==> src/rtl/pie_pkg.sv <==
// pie_pkg: shared constants, source tables and configuration encodings for
// the peripheral interrupt expansion controller.
// Assumes: sources are numbered in priority order (0 highest); group
// vector addresses are distinct.
package pie_pkg;
    localparam int SRC_N  = 8;
    localparam int GRP_N  = 2;
    localparam int ADDR_W = 16;
    localparam int VEC_W  = 16;

    typedef enum logic {
        CFG_ENABLE = 1'b0,
        CFG_CLEAR  = 1'b1
    } cfg_sel_e;

    // Identifying code loaded into the vector register for source i.
    function automatic logic [VEC_W-1:0] src_vec(input int i);
        case (i)
            0:       return 16'h0005;
            1:       return 16'h0006;
            2:       return 16'h0007;
            3:       return 16'h0040;
            4:       return 16'h0041;
            5:       return 16'h0004;
            6:       return 16'h0001;
            7:       return 16'h0011;
            default: return '0;
        endcase
    endfunction

    // CPU line that source i is routed to.
    function automatic int src_grp(input int i);
        return (i < 5) ? 0 : 1;
    endfunction

    // Program address the CPU drives when acknowledging line g.
    function automatic logic [ADDR_W-1:0] grp_addr(input int g);
        return (g == 0) ? 16'h000A : 16'h000C;
    endfunction
endpackage

==> src/rtl/pie_pending.sv <==
// pie_pending: per-source rising-edge detector and pending flag.
// Assumes: requests are synchronous to clk; a new edge wins over a clear in
// the same cycle so that no event is lost.
module pie_pending #(
    parameter int N = 8
) (
    input  logic         clk,
    input  logic         rst_n,
    input  logic [N-1:0] req_i,
    input  logic [N-1:0] clr_i,
    output logic [N-1:0] pend_o,
    output logic [N-1:0] rise_o
);
    logic [N-1:0] req_q;
    logic [N-1:0] pend_q;

    // Edge detect against last cycle's request level.
    always_comb rise_o = req_i & ~req_q;

    // Track request level and pending flags.
    always_ff @(posedge clk) begin
        if (!rst_n) begin
            req_q  <= '0;
            pend_q <= '0;
        end else begin
            req_q  <= req_i;
            pend_q <= (pend_q & ~clr_i) | rise_o;
        end
    end

    assign pend_o = pend_q;


    edge_sets_pending_chk: assert property (@(posedge clk) disable iff (!rst_n)
        (|rise_o) |=> ((pend_q & $past(rise_o)) == $past(rise_o)));
endmodule

==> src/rtl/pie_group_arb.sv <==
// pie_group_arb: fixed-priority selector for one CPU line. Picks the
// lowest-numbered member source among enabled pending candidates.
// Assumes: cand_i already combines pending and enable.
module pie_group_arb #(
    parameter int N   = 8,
    parameter int GRP = 0
) (
    input  logic         clk,
    input  logic         rst_n,
    input  logic [N-1:0] cand_i,
    output logic [N-1:0] win_o,
    output logic         any_o
);
    import pie_pkg::*;

    // Scan from lowest priority upward so the lowest index overwrites.
    always_comb begin
        win_o = '0;
        for (int i = N - 1; i >= 0; i--) begin
            if (src_grp(i) == GRP && cand_i[i]) begin
                win_o    = '0;
                win_o[i] = 1'b1;
            end
        end
        any_o = |win_o;
    end


    single_winner_chk: assert property (@(posedge clk) disable iff (!rst_n)
        $onehot0(win_o));


    winner_is_candidate_chk: assert property (@(posedge clk) disable iff (!rst_n)
        ((win_o & ~cand_i) == '0));
endmodule

==> src/rtl/pie_ack_vec.sv <==
// pie_ack_vec: decodes the CPU acknowledge from the program address, loads
// the vector register, produces the pending-clear mask and the one-cycle
// line hold-off.
// Assumes: at most one line address matches; win_i rows are one-hot or 0.
module pie_ack_vec #(
    parameter int N      = 8,
    parameter int G      = 2,
    parameter int ADDR_W = 16,
    parameter int VEC_W  = 16
) (
    input  logic                clk,
    input  logic                rst_n,
    input  logic                ack_i,
    input  logic [ADDR_W-1:0]   pab_i,
    input  logic [G-1:0][N-1:0] win_i,
    output logic [G-1:0]        ack_grp_o,
    output logic [N-1:0]        clr_o,
    output logic [G-1:0]        hold_o,
    output logic [VEC_W-1:0]    vec_o
);
    import pie_pkg::*;

    logic [VEC_W-1:0] vec_q;
    logic [VEC_W-1:0] vec_nxt;
    logic [G-1:0]     hold_q;

    // Match the fetch address, pick the winner's code (0 when none).
    always_comb begin
        ack_grp_o = '0;
        clr_o     = '0;
        vec_nxt   = '0;
        for (int g = 0; g < G; g++) begin
            ack_grp_o[g] = ack_i && (pab_i == grp_addr(g));
            if (ack_grp_o[g]) begin
                clr_o = clr_o | win_i[g];
                for (int i = 0; i < N; i++) begin
                    if (win_i[g][i]) vec_nxt = vec_nxt | src_vec(i);
                end
            end
        end
    end

    // Vector register and per-line hold-off after acknowledge.
    always_ff @(posedge clk) begin
        if (!rst_n) begin
            vec_q  <= '0;
            hold_q <= '0;
        end else begin
            if (|ack_grp_o) vec_q <= vec_nxt;
            hold_q <= ack_grp_o;
        end
    end

    assign vec_o  = vec_q;
    assign hold_o = hold_q;


    one_line_acked_chk: assert property (@(posedge clk) disable iff (!rst_n)
        $onehot0(ack_grp_o));


    vec_hold_chk: assert property (@(posedge clk) disable iff (!rst_n)
        !(|ack_grp_o) |=> $stable(vec_q));
endmodule

==> src/rtl/pie_ctrl.sv <==
// pie_ctrl: peripheral interrupt expansion controller top. Holds the enable
// mask, combines pending flags per CPU line, and dispatches acknowledges.
// Assumes: a single clock domain; software writes and CPU acknowledges are
// synchronous single-cycle strobes.
module pie_ctrl #(
    parameter int N_SRC  = pie_pkg::SRC_N,
    parameter int N_GRP  = pie_pkg::GRP_N,
    parameter int ADDR_W = pie_pkg::ADDR_W,
    parameter int VEC_W  = pie_pkg::VEC_W
) (
    input  logic              clk,
    input  logic              rst_n,
    input  logic [N_SRC-1:0]  src_req_i,
    input  logic              cfg_we,
    input  logic              cfg_sel,
    input  logic [N_SRC-1:0]  cfg_wdata,
    input  logic              ack_i,
    input  logic [ADDR_W-1:0] pab_i,
    output logic [N_GRP-1:0]  cpu_int_o,
    output logic [VEC_W-1:0]  vec_rd_o
);
    import pie_pkg::*;

    logic [N_SRC-1:0]             en_q;
    logic [N_SRC-1:0]             pend;
    logic [N_SRC-1:0]             rise;
    logic [N_SRC-1:0]             sw_clr;
    logic [N_SRC-1:0]             ack_clr;
    logic [N_SRC-1:0]             cand;
    logic [N_GRP-1:0][N_SRC-1:0]  win;
    logic [N_GRP-1:0]             grp_any;
    logic [N_GRP-1:0]             ack_grp;
    logic [N_GRP-1:0]             hold;

    // Enable mask register written by software.
    always_ff @(posedge clk) begin
        if (!rst_n)                                  en_q <= '0;
        else if (cfg_we && cfg_sel == CFG_ENABLE)    en_q <= cfg_wdata;
    end

    // Software write-one-to-clear mask.
    always_comb sw_clr = (cfg_we && cfg_sel == CFG_CLEAR) ? cfg_wdata : '0;

    // Candidates for arbitration: pending and enabled.
    always_comb cand = pend & en_q;

    pie_pending #(.N(N_SRC)) u_pending (
        .clk    (clk),
        .rst_n  (rst_n),
        .req_i  (src_req_i),
        .clr_i  (sw_clr | ack_clr),
        .pend_o (pend),
        .rise_o (rise)
    );

    for (genvar g = 0; g < N_GRP; g++) begin : g_arb
        pie_group_arb #(.N(N_SRC), .GRP(g)) u_arb (
            .clk    (clk),
            .rst_n  (rst_n),
            .cand_i (cand),
            .win_o  (win[g]),
            .any_o  (grp_any[g])
        );
    end

    pie_ack_vec #(.N(N_SRC), .G(N_GRP), .ADDR_W(ADDR_W), .VEC_W(VEC_W)) u_ack (
        .clk       (clk),
        .rst_n     (rst_n),
        .ack_i     (ack_i),
        .pab_i     (pab_i),
        .win_i     (win),
        .ack_grp_o (ack_grp),
        .clr_o     (ack_clr),
        .hold_o    (hold),
        .vec_o     (vec_rd_o)
    );

    // Line is raised by any winner unless held off after an acknowledge.
    always_comb cpu_int_o = grp_any & ~hold;


    ack_clears_winner_chk: assert property (@(posedge clk) disable iff (!rst_n)
        ((|ack_clr) && !(|(rise & ack_clr))) |=> ((pend & $past(ack_clr)) == '0));


    phantom_code_chk: assert property (@(posedge clk) disable iff (!rst_n)
        ((|ack_grp) && !(|(ack_grp & grp_any))) |=> (vec_rd_o == '0));


    line_drop_after_ack_chk: assert property (@(posedge clk) disable iff (!rst_n)
        (|ack_grp) |=> ((cpu_int_o & $past(ack_grp)) == '0));


    sw_clear_chk: assert property (@(posedge clk) disable iff (!rst_n)
        ((cfg_we && cfg_sel == CFG_CLEAR) && !(|(rise & cfg_wdata)))
        |=> ((pend & $past(cfg_wdata)) == '0));
endmodule

==> config.mk <==
export PLATFORM = sky130hd
export DESIGN_NAME = pie_ctrl
export DESIGN_NICKNAME = d
export VERILOG_FILES = /design/src/rtl/pie_pkg.sv /design/src/rtl/pie_pending.sv /design/src/rtl/pie_group_arb.sv /design/src/rtl/pie_ack_vec.sv /design/src/rtl/pie_ctrl.sv
export SDC_FILE = /design/constraint.sdc
export NUM_CORES = 1
export LEC_CHECK = 0
export ABC_AREA = 1
export BUFFER_PORTS_ARGS = -buffer_cell sky130_fd_sc_hd__buf_2
export CORE_MARGIN = 8
export CORE_UTILIZATION = 50
export DETAILED_ROUTE_END_ITERATION = 7
export PLACE_DENSITY_LB_ADDON = 0.05
export RECOVER_POWER = 25
export SYNTH_ARGS = -nofsm -noshare
export SYNTH_HDL_FRONTEND = slang
export SYNTH_SLANG_ARGS = --single-unit
==> constraint.sdc <==
create_clock -name clk -period 2.66 [get_ports clk]
set_clock_uncertainty 0.2 [all_clocks]
set_input_delay 0.133 -clock clk [delete_from_list [all_inputs] [get_ports clk]]
set_output_delay 0.133 -clock clk [all_outputs]
set_load 0.05 [all_outputs]
==> results by group <==
Synth
  • Synthesized area: 0.00147 mm²
  • Top cells by count, synth: nor2_1, nand2_1, dfxtp_1
  • Yosys Warn Count: 0
  • Leading post-synthesis cells by cell area: dfxtp_1, nor2_1, nand2_1
  • Yosys cell types: 25
  • Synth top area share: 42.1%
  • Most numerous cell in the Yosys netlist: nor2_1
  • Post-synth top area cell: dfxtp_1
  • Sequential area share after synthesis: 42.1%
  • EDFF count, synth: 0
  • #FFs+latches synth: 31
  • Asr flop ratio synth: 0%
  • Mapped Avg Cell Area: between 7 and 8 µm²
  • Most frequently used flop master after synthesis: dfxtp_1
  • Cell count after synthesis: 205

Power
  • Leak pwr: 1.01 nW
  • Peak supply drop: 0.438 mV
  • Power per cell area: between 500 and 600 mW/mm²

Critical path
  • CP Class: input port to flip-flop
  • Reg2reg start: en_q[4]$_SDFFE_PN0P_
  • Setup crit end kind: flip-flop
  • Worst path arrival time: 1880 ps
  • Crit Path Max Fanout: 9
  • Setup crit start kind: input port
  • Crit. Startpoint: cfg_sel
  • Crit path required time: 2680 ps

Routing
  • Detail Route Antenna Nets: 0
  • Starting DRT DRC Count: 76
  • Initial DRT Pass Iterations: 4
  • Post-Route WL: 3580 µm
  • Vias: between 1000 and 1500
  • Routed vias/inst: just under 5
  • DR WL/cell: 11.9 µm
  • DRC Markers: 0

Min path
  • Hold Crit Class: input port to flip-flop
  • Hold wc startpoint: pab_i[2]

Clocking
  • Clk_lat worst skew: 320 ps
  • Clock-pin slew on the worst setup and hold paths: 100 ps
  • Post-CTS resize count: 0
  • Hold-fix buffers, CTS: 19
  • Maximum root-to-sink buffer count: 2
  • # H-tree levels: 2
  • Clock buffer count from CTS: 5
  • Postcts setup bufs: 0
  • CTS tree: built
  • Root buf cell: clkbuf_4
  • Clock sinks: 31

Floorplanning
  • Site Rows: 19
  • Die area: ~0.0049 mm²
  • Starting Density: 52.9%
  • Core area: 0.00278 mm²
  • Chip height: 70.3 µm
  • Number of top-level pins: 55
  • Die W: 70.3 µm

Cells and area
  • Non-Filler Instances: 301
  • Share of layout cells above drive strength 1: 22.2%
  • Layout Nets: 306
  • P&R area growth vs syn: 30.9%
  • Diodes inserted: 0
  • Fin util: ~69%

STA
  • FMAX: ~540 MHz
  • Min cycle time layout: roughly 1900 ps
  • Setup TNS: 0 ps
  • Final Hold Vio Count: 0
  • Setup Viol. Count Final: 0
  • Worst setup margin: 796 ps
  • Worst relative slew slack: 66.8%
  • Final Cycle Share: 70.1%
  • RSZ-0062 raised after global routing: false
  • Fin. max-slew vios: 0
  • Worst slew pin tran: 497 ps

Placement
  • Post-DP HPWL: 2480 µm
  • Placed Cells incl. Taps: about 270
  • Placer Congestion: 0.839
  • Place WS: 1030 ps
  • IO buf count: 43

Global route
  • Gr usage total: 15.2%
  • Initial antenna violation count: 0
  • Grt ovf: 0
  • Vias in the first global route: 1436
  • Global-route wire length before repair: approximately 6400 µm
  • Largest net degree at the start of global routing: 27

Run status
  • Status: complete, no violations

Job
  • Max-cap violation count: 0
-- power breakdown --
group          switching [W]  internal, W
registers          0.0000125     0.000490
clock network       0.000157     0.000222
logic               0.000108    0.0000616
-- stage by stage --
stage | cell area (µm²) | hold WS (ps) | power, W
after floorplan | 1510 | 39.6 | 0.000626
after global placement | 1650 | 132 | 0.000657
after detailed placement | 1650 | 135 | 0.000658
after CTS | 1930 | 0.798 | 0.00106
after global routing | 1930 | 27.0 | 0.00111
final | 1930 | 10.8 | 0.00105
-- final timing paths --
path	endpoint	slack (ps)	cells past startpoint
worst max-delay path	en_q[4]$_SDFFE_PN0P_	800	6
worst min-delay path	u_ack.hold_o[0]$_SDFF_PN0_	10	4
worst max register to register	en_q[4]$_SDFFE_PN0P_	1230	3
worst min register to register	u_pending.pend_o[6]$_SDFF_PN0_	220	1
-- critical path: stages --
cell and delay [ps]:
buf_2 100, nor2_1 400, clkinv_1 400, nor2_1 220
nor2_1 70, dlygate4sd3_1 550
-- cells in the final DEF, fill, tap and decap left out, drive strengths merged --
master       synthesis  layout
nor2                44      44
buf                 13      43
nand2               41      41
dfxtp               31      31
inv                 21      21
dlygate4sd3          0      19
nand3               17      17
o21ai               12      12
conb                 1      11
nand4               11      11
clkbuf               2       6
o22ai                5       5
a21oi                4       4
clkinv               1       2
a31oi                1       1
o21bai               1       1
bufinv               0       1
-- kinds of logic (layout without fill, tap and decap cells) --
family / after synthesis / count (layout) / share of synthesized area, %
other cells: 1 / 11 / 0.255
compound gates: 23 / 23 / 8.50
simple gates: 113 / 113 / 36.0
flops: 31 / 31 / 42.1
buf+inv: 37 / 92 / 13.1
-- metal layers --
metal | part of all wire, % | up-vias | routed length (µm) | GRT usage [%]
li1 | - | 774 | - | -
met1 | 44 | 614 | 1560 | 16.7
met2 | 44 | 58 | 1580 | 24.2
met3 | 11 | 4 | 390 | 8.33
met4 | 1.1 | 0 | 40 | 5.13
met5 | 0 | - | 0 | 0
-- layout make-up --
class / instances / area, µm²
multi-input cells: 147 / 694
well taps: 31 / 38.8
inverters: 22 / 82.6
clock buffers: 6 / 51.3
flip-flops and latches: 31 / 621
clock inverters: 2 / 35.0
repair buffers: 62 / 405
fillers: 240 / 853
-- flip-flops by register name, summed over array words and instances (netlist names) --
register,count
en_q,8
u_pending.pend_o,8
u_pending.req_q,8
u_ack.vec_o,5
u_ack.hold_o,2
(Power assumes the default switching activity.)
